**config.mk**
```make
export PLATFORM = sky130hd
export DESIGN_NAME = sd_phase_aligner
export DESIGN_NICKNAME = d
export VERILOG_FILES = /design/src/rtl/sdp_pkg.sv /design/src/rtl/sdp_timestamp.sv /design/src/rtl/sdp_phase_meas.sv /design/src/rtl/sdp_mod_clkgen.sv /design/src/rtl/sd_phase_aligner.sv
export SDC_FILE = /design/constraint.sdc
export NUM_CORES = 1
export LEC_CHECK = 0
export CORE_UTILIZATION = 45
export CTS_CLUSTER_SIZE = 40
export DETAILED_ROUTE_END_ITERATION = 7
export PLACE_DENSITY = 0.75
export SLEW_MARGIN = 30
export SYNTH_ARGS = -nofsm -noshare
export SYNTH_HDL_FRONTEND = slang
export SYNTH_SLANG_ARGS = --single-unit
export TNS_END_PERCENT = 50
```
**constraint.sdc**
```tcl
create_clock -name clk -period 16.9 [get_ports clk]
set_input_delay 3.38 -clock clk [delete_from_list [all_inputs] [get_ports clk]]
set_output_delay 3.38 -clock clk [all_outputs]
set_load 0.05 [all_outputs]
```
**src/rtl/sdp_pkg.sv**
```systemverilog
package sdp_pkg;
    typedef enum logic [2:0] {
        ST_IDLE    = 3'd0,
        ST_MEASURE = 3'd1,
        ST_CORRECT = 3'd2,
        ST_SETTLE  = 3'd3,
        ST_LOCKED  = 3'd4
    } sdp_state_e;
endpackage

```
**src/rtl/sdp_timestamp.sv**
```systemverilog
module sdp_timestamp #(
    parameter int TS_W = 32
) (
    input  logic            clk,
    input  logic            rst_n,
    input  logic            sync_take,
    output logic [TS_W-1:0] now_ts,
    output logic [TS_W-1:0] sync_ts
);
    // free-running counter, wraps naturally
    always_ff @(posedge clk) begin
        if (!rst_n) begin
            now_ts  <= '0;
            sync_ts <= '0;
        end else begin
            now_ts <= now_ts + 1'b1;
            if (sync_take) sync_ts <= now_ts;
        end
    end
endmodule

```
**src/rtl/sdp_phase_meas.sv**
```systemverilog
module sdp_phase_meas #(
    parameter int TS_W  = 32,
    parameter int GD_W  = 16,
    parameter int DIV_W = 8
) (
    input  logic [TS_W-1:0]  now_ts,
    input  logic [TS_W-1:0]  sync_ts,
    input  logic [GD_W-1:0]  group_delay,
    input  logic [DIV_W-1:0] div_nom,
    output logic [TS_W-1:0]  mag,
    output logic             late
);
    localparam int PROD_W = GD_W + DIV_W;

    logic [PROD_W-1:0] gd_cycles;
    logic [TS_W-1:0]   sample_ts;
    logic [TS_W-1:0]   diff;

    always_comb begin
        gd_cycles = PROD_W'(group_delay) * PROD_W'(div_nom);
        sample_ts = now_ts - TS_W'(gd_cycles);
        diff      = sample_ts - sync_ts;          // modular difference
        late      = ~diff[TS_W-1];                // sign bit limits range to half
        mag       = diff[TS_W-1] ? (~diff + 1'b1) : diff;
    end
endmodule

```
**src/rtl/sdp_mod_clkgen.sv**
```systemverilog
module sdp_mod_clkgen #(
    parameter int DIV_W = 8
) (
    input  logic             clk,
    input  logic             rst_n,
    input  logic [DIV_W-1:0] div_eff,
    output logic             tick
);
    logic [DIV_W-1:0] cnt;

    assign tick = (cnt == '0);

    always_ff @(posedge clk) begin
        if (!rst_n)    cnt <= '0;
        else if (tick) cnt <= div_eff - 1'b1;
        else           cnt <= cnt - 1'b1;
    end
endmodule

```
**src/rtl/sd_phase_aligner.sv**
```systemverilog
module sd_phase_aligner #(
    parameter int TS_W  = 32,
    parameter int GD_W  = 16,
    parameter int DIV_W = 8,
    parameter int CNT_W = 8
) (
    input  logic             clk,
    input  logic             rst_n,
    input  logic             sync_pulse,
    input  logic             drdy,
    input  logic             cfg_reset_mode,
    input  logic [GD_W-1:0]  cfg_group_delay,
    input  logic [DIV_W-1:0] cfg_div_nom,
    input  logic [DIV_W-1:0] cfg_max_step,
    input  logic [TS_W-1:0]  cfg_tol,
    input  logic [CNT_W-1:0] cfg_settle,
    output logic             mod_clk_en,
    output logic             filt_rst,
    output logic             data_invalid,
    output logic             err_late,
    output logic [TS_W-1:0]  err_mag,
    output logic [2:0]       state_o
);
    import sdp_pkg::*;

    sdp_state_e       st, st_nx;
    logic [TS_W-1:0]  now_ts, sync_ts, meas_mag;
    logic             meas_late, sync_take, meas_hit, over_tol;
    logic [TS_W-1:0]  residual;
    logic [CNT_W-1:0] settle_cnt;
    logic [DIV_W-1:0] step_now, div_eff;

    assign sync_take = sync_pulse &&
                       (st == ST_IDLE || st == ST_MEASURE || st == ST_LOCKED);
    assign meas_hit  = drdy && (st == ST_MEASURE);
    assign over_tol  = meas_mag > cfg_tol;

    sdp_timestamp #(.TS_W(TS_W)) u_ts (
        .clk(clk), .rst_n(rst_n), .sync_take(sync_take),
        .now_ts(now_ts), .sync_ts(sync_ts)
    );

    sdp_phase_meas #(.TS_W(TS_W), .GD_W(GD_W), .DIV_W(DIV_W)) u_meas (
        .now_ts(now_ts), .sync_ts(sync_ts),
        .group_delay(cfg_group_delay), .div_nom(cfg_div_nom),
        .mag(meas_mag), .late(meas_late)
    );

    // divider offset: bounded by max step, trimmed on the last period
    always_comb begin
        if (residual < TS_W'(cfg_max_step)) step_now = DIV_W'(residual);
        else                                step_now = cfg_max_step;
        if (st == ST_CORRECT)
            div_eff = err_late ? (cfg_div_nom - step_now) : (cfg_div_nom + step_now);
        else
            div_eff = cfg_div_nom;
    end

    sdp_mod_clkgen #(.DIV_W(DIV_W)) u_clkgen (
        .clk(clk), .rst_n(rst_n), .div_eff(div_eff), .tick(mod_clk_en)
    );

    // state register
    always_ff @(posedge clk) begin
        if (!rst_n) st <= ST_IDLE;
        else        st <= st_nx;
    end

    // transitions
    always_comb begin
        st_nx = st;
        unique case (st)
            ST_IDLE:    if (sync_pulse) st_nx = ST_MEASURE;
            ST_MEASURE: if (drdy) begin
                            if (!over_tol)          st_nx = ST_LOCKED;
                            else if (cfg_reset_mode) st_nx = ST_SETTLE;
                            else                    st_nx = ST_CORRECT;
                        end
            ST_CORRECT: if (mod_clk_en && residual == '0) st_nx = ST_LOCKED;
            ST_SETTLE:  if (settle_cnt == '0) st_nx = ST_LOCKED;
            ST_LOCKED:  if (sync_pulse) st_nx = ST_MEASURE;
            default:    st_nx = ST_IDLE;
        endcase
    end

    // measurement, residual and settle bookkeeping
    always_ff @(posedge clk) begin
        if (!rst_n) begin
            err_mag    <= '0;
            err_late   <= 1'b0;
            residual   <= '0;
            settle_cnt <= '0;
            filt_rst   <= 1'b0;
        end else begin
            filt_rst <= meas_hit && over_tol && cfg_reset_mode;
            if (meas_hit) begin
                err_mag    <= meas_mag;
                err_late   <= meas_late;
                residual   <= meas_mag;
                settle_cnt <= cfg_settle;
            end else if (st == ST_CORRECT && mod_clk_en && residual != '0) begin
                residual <= residual - TS_W'(step_now);
            end else if (st == ST_SETTLE && drdy && settle_cnt != '0) begin
                settle_cnt <= settle_cnt - 1'b1;
            end
        end
    end

    // outputs
    always_comb begin
        data_invalid = (st == ST_CORRECT) || (st == ST_SETTLE);
        state_o      = st;
    end
endmodule

```
======== Yosys cells after proc, flatten, opt, wreduce, memory -nomap -nowiden ========
Index checks and enable logic that the tools add are counted.
word-level totals
  register bits ........................... 149
  bits of input ports ..................... 77
  output and inout port bits .............. 39
operators by class
  add/subtract/negate cells ............... 10
  $mul .................................... 1
  order comparisons ....................... 2
  equal/unequal tests ..................... 9
  mux-type cells .......................... 17
  bitwise gates (word level) .............. 2
  reductions and logical operators ........ 23
operators with widths
  operator                 number
  $mux W32                 3
  $add A32 B1 Y32 const B  2
  $mux W8                  7
  $gt A32 B32 Y1           1
  $logic_not A32 Y1        1
  $lt A32 B8 Y1            1
  $not A32 Y32             1
  $reduce_bool A32 Y1      1
  $sub A32 B24 Y32         1
  $sub A32 B32 Y32         1
  $sub A32 B8 Y32          1
  $mul A16 B8 Y24          1
  $sub A8 B1 Y8 const B    3
  $logic_not A8 Y1         2
  $mux W3                  5
  $pmux W3 S4              1
  $logic_and A1 B1 Y1      9
  $add A8 B8 Y8            1
  $reduce_bool A8 Y1       1
  $sub A8 B8 Y8            1
  $eq A3 B2 Y1 const B     2
  $ne A2 B2 Y1 const B     3
  $ne A2 B1 Y1 const B     2
  $reduce_and A4 Y1        1
  other kinds (9)          12

======== Depth between registers and ports, before layout ========
  word-level depth ........................ 10
  depth in mapped cells ................... 37
  gate-level depth less buffers ........... 33

======== By module ========
Synthesis repeated with hierarchy kept, for this count alone.
second synthesis, totals
  cell total of the unflattened synthesis .. 2015
  area, all modules ....................... 16409.5 µm²
modules (own cells, without submodules)
  module            instances  cells an instance  area an instance (µm²)  sequential area each (µm²)
  sdp_phase_meas    1          899                7262.0                  0.0
  sd_phase_aligner  1          788                5878.1                  1541.5
  sdp_timestamp     1          270                2762.6                  1281.2
  sdp_mod_clkgen    1          58                 506.7                   160.2

======== Worst setup path before layout ========
Ideal clock, no wire load.
  path type ............................... input -> register
  start point ............................. in cfg_div_nom[7]
  end point ............................... reg st[2] (netlist: state_o[2])
  library setup time ...................... 0.122 ns
  arrival ................................. 10.707 ns
  path slack .............................. 6.071 ns
  stages .................................. 29
  cell sequence ........................... clkbuf_1 -> clkbuf_1 -> and2_1 -> fa_1 -> inv_1 -> fa_1 -> fa_1 -> fa_1 -> inv_1 -> fa_1 -> inv_1 -> ha_1 -> buf_4 -> a21oi_2 -> o21ai_0 -> or2_2 -> o311a_4 -> xnor2_2 -> o221ai_1 -> or4b_4 -> or3_4 -> nor4_1 -> ha_1 -> nand4_1 -> nor4_1 -> o21ai_0 -> a22oi_1 -> nor2b_1 -> o311a_1
between the ends
  longest elaborated chain between the ends .. 10
ends and longest elaborated chain
  what                  RTL line                text
  start, declared       sd_phase_aligner.sv:13  input logic [DIV_W-1:0] cfg_div_nom,
  $mul A16 B8 Y24 *     sdp_phase_meas.sv:20    gd_cycles = PROD_W'(group_delay) * PROD_W'(div_nom);
  $sub A32 B24 Y32 *    sdp_phase_meas.sv:21    sample_ts = now_ts - TS_W'(gd_cycles);
  $sub A32 B32 Y32 *    sdp_phase_meas.sv:22    diff = sample_ts - sync_ts;
  $not A32 Y32          sdp_phase_meas.sv:24    mag = diff[TS_W-1] ? (~diff + 1'b1) : diff;
  $add A32 B1 Y32       sdp_phase_meas.sv:24
  $mux W32 *            sdp_phase_meas.sv:24
  net meas_mag[31]      sd_phase_aligner.sv:27  logic [TS_W-1:0] now_ts, sync_ts, meas_mag;
  $gt A32 B32 Y1 *      sd_phase_aligner.sv:36  assign over_tol = meas_mag > cfg_tol;
  $mux W3 *             sd_phase_aligner.sv:75  if (!over_tol) st_nx = ST_LOCKED;
  $mux W3 *             sd_phase_aligner.sv:74  ST_MEASURE: if (drdy) begin
  $pmux W3 S4 *         sd_phase_aligner.sv:72  unique case (st)
  end signal, assigned  sd_phase_aligner.sv:66  else st <= st_nx;
  end, declared         sd_phase_aligner.sv:26  sdp_state_e st, st_nx;
Mark *: on every way through the listed nets, which the timed path passes. The rest lies on a longest branch. The select of a mux whose other input is x is not followed.
A chain may end at the register's enable or synchronous reset.

======== Worst setup path in the final report ========
Same ends and word-level chain as after synthesis.

==> flow_summary.json <==
{
  "finalHoldViolCount": 0,
  "cp-end-kind": "flip-flop",
  "start_util_pct": 45.8,
  "row_count": 68,
  "root_buffer": "clkbuf_16",
  "relSlewSlack_pct": 40.1,
  "drive_gt1_share_pct": 4.74,
  "gp_congestion": 0.935,
  "grtUsageTotal_pct": 24.0,
  "tns_ns": 0,
  "min_path_cells": 2,
  "clkTransAtPathRegs_ns": 0.07,
  "crit_type": "in -> reg",
  "cp.arrival_ns": 13.09,
  "area_growth_pct": 13.3,
  "avgRoutedWirePerCell_um": 16.6,
  "ys_warn_count": 0,
  "synth_ff_type": "dfxtp_1",
  "synth_seq_cells": 149,
  "fin_crit_ns": 12.76,
  "htree_levels": 4,
  "timing.rr.start": "u_ts.sync_ts[10]",
  "numCtsBuffers": 17,
  "avgSynthCellArea_um2": 8.00,
  "synth_common_cells": "291 x inv_1, 216 x nand2_1, 149 x dfxtp_1",
  "drc": 0,
  "pre_cts_ws_ns": 3.90,
  "clk_latency_ns": 0.45,
  "reg2reg_depth": 25,
  "r2r_slack_ns": 7.96,
  "yosysUniqueCellTypes": 95,
  "crit_end": "state_o[2]",
  "min_period_over_period_pct": 75.5,
  "critPathLaunch": "cfg_div_nom[7]",
  "vias": 14000,
  "max_cap_viol_count": 0,
  "drt_iter0_drc": 853,
  "die-width_um": 190,
  "cts_tree": "yes",
  "first_global_vias": 14400,
  "async_reset_ff_share_pct": 0,
  "design.core.area_um2": 34600,
  "grt_pass1_wl_mm": 69.4,
  "syn_inst": 1983,
  "drt_wl_total_mm": 41.9,
  "synth_nets": 2322,
  "die_y_um": 190,
  "grt.overflow.total": 0,
  "die_area_um2": 36000,
  "finClkSkew_ns": 0.0144,
  "worstPathRequired_ns": 17.23,
  "port_buffers": 115,
  "drv_slew": 0,
  "fillers": 3226,
  "synth_edf_count": 0,
  "worst_setup_path_start_kind": "input port",
  "r2r-end": "state_o[2]",
  "ff_latch_area_um2": 2980,
  "hp-class": "reg -> reg",
  "grt_max_degree": 59,
  "fin_nets": 2394,
  "critPathMaxFanout": 21,
  "status": "complete, no violations",
  "post-cts-setup-buffer-count": 0,
  "ant_nets": 0,
  "yosysTopAreaCellShare_pct": 18.8,
  "via_per_inst": 5.55,
  "ctsLongestPathBuffers": 2,
  "max_freq_mhz": 78.3,
  "yosysSeqAreaShare_pct": 18.8,
  "setup_ws_ns": 4.14,
  "io_pins": 116,
  "syn-cell-area_um2": 15900,
  "netlist_top_cells_area": "dfxtp_1 19%, fa_1 17%, ha_1 10%",
  "grt_antenna_before_repair": 0,
  "cts.repair.resized": 0,
  "synth_top_area_cell": "dfxtp_1",
  "cts.sinks": 149,
  "ctsHoldBuffers": 0,
  "worstMarginPinSlew_ns": 0.887,
  "firstDrtPassIters": 8,
  "hold_slack_ns": 0.455,
  "grt_setup_unrepaired": "no",
  "final-setup-viol-count": 0,
  "n_antenna_cell": 0,
  "synth.most_common_cell": "inv_1",
  "post-dp-hpwl_mm": 32.5,
  "multi_input_area_um2": 11500
}
-- how the worst min path moves through the flow --
stage	from	endpoint	slack [ns]
2_1_floorplan	u_ts.now_ts[20]	u_ts.sync_ts[20]	0.43
3_3_place_gp	u_ts.now_ts[29]	u_ts.sync_ts[29]	0.43
3_5_place_dp	u_ts.now_ts[29]	u_ts.sync_ts[29]	0.45
4_1_cts	u_ts.sync_ts[19]	u_ts.sync_ts[19]	0.46
5_1_grt	u_ts.now_ts[29]	u_ts.sync_ts[29]	0.48
6_report	u_ts.sync_ts[19]	u_ts.sync_ts[19]	0.45
-- kinds of logic (layout without fill, tap and decap cells) --
family | count (synthesis) | after routing | share of synthesized area [%]
flops | 149 | 149 | 18.8
buf+inv | 361 | 446 | 8.80
simple gates | 683 | 683 | 21.6
mux | 7 | 7 | 0.552
xor+xnor | 109 | 109 | 6.07
compound gates | 412 | 412 | 17.2
fa+ha+maj | 262 | 262 | 27.0
-- cell usage in the layout, fill, tap and decap left out, types with 76 or more instances in the layout --
master,count
nand2_1,216
fa_1,134
clkdlybuf4s50_1,115
o21ai_0,76
ha_1,128
inv_1,290
a21oi_1,137
nor2_1,146
dfxtp_1,149
xnor2_1,76
and2_1,111
-- final cells by class --
cell class	count	share of cell area (%)
Multi-Input combinational cell	1473	64.0
Clock buffer	17	2.37
Tap cell	455	3.17
Inverter	291	6.08
Timing Repair Buffer	123	6.74
Clock inverter	15	1.01
Sequential cell	149	16.6
-- registers in the layout, summed over array words and instances (netlist names) --
register	flops
filt_rst	1
u_clkgen.cnt	8
settle_cnt	8
u_ts.now_ts	32
residual	32
u_ts.sync_ts	32
state_o	3
err_late	1
err_mag	32
-- layer usage --
layer / track usage (%) / vias to the layer above / routed length [um]
li1: - / 6739 / -
met1: 28.9 / 6754 / 17700
met2: 43.2 / 415 / 21200
met3: 3.38 / 84 / 2000
met4: 8.50 / 0 / 1060
met5: 0 / - / 0
-- metrics by stage --
| step | util (%) | instances | area [um2] |
|---|---|---|---|
| detailed placement | 50.1 | 2491 | 17400 |
| CTS | 51.9 | 2523 | 18000 |
| global route | 51.9 | 2523 | 18000 |
| global placement | 50.1 | 2491 | 17300 |
| floorplan | - | 1983 | 15900 |
| finish | 51.9 | 2523 | 18000 |
-- worst max-delay path, cell delays in order --
cell	delay, ns
clkdlybuf4s50_1	0.86
and2_1	0.38
fa_1	0.50
inv_1	0.05
fa_1	0.50
fa_1	0.53
fa_1	0.55
inv_1	0.06
fa_1	0.49
inv_1	0.04
ha_1	0.37
a21oi_1	0.26
o21ai_0	0.25
o311ai_1	0.62
o2111ai_1	0.43
nor4b_1	0.48
nand3_1	0.24
o31ai_1	0.34
xor2_1	0.41
inv_1	0.09
ha_1	0.31
nand4_1	0.14
nor4_1	0.77
o21ai_0	0.21
a22oi_1	0.38
nor2b_1	0.11
o311a_1	0.30
Power is left out: the tool's default activity adds up to more than one toggle a clock period on the data nets, which glitch-free logic cannot reach.
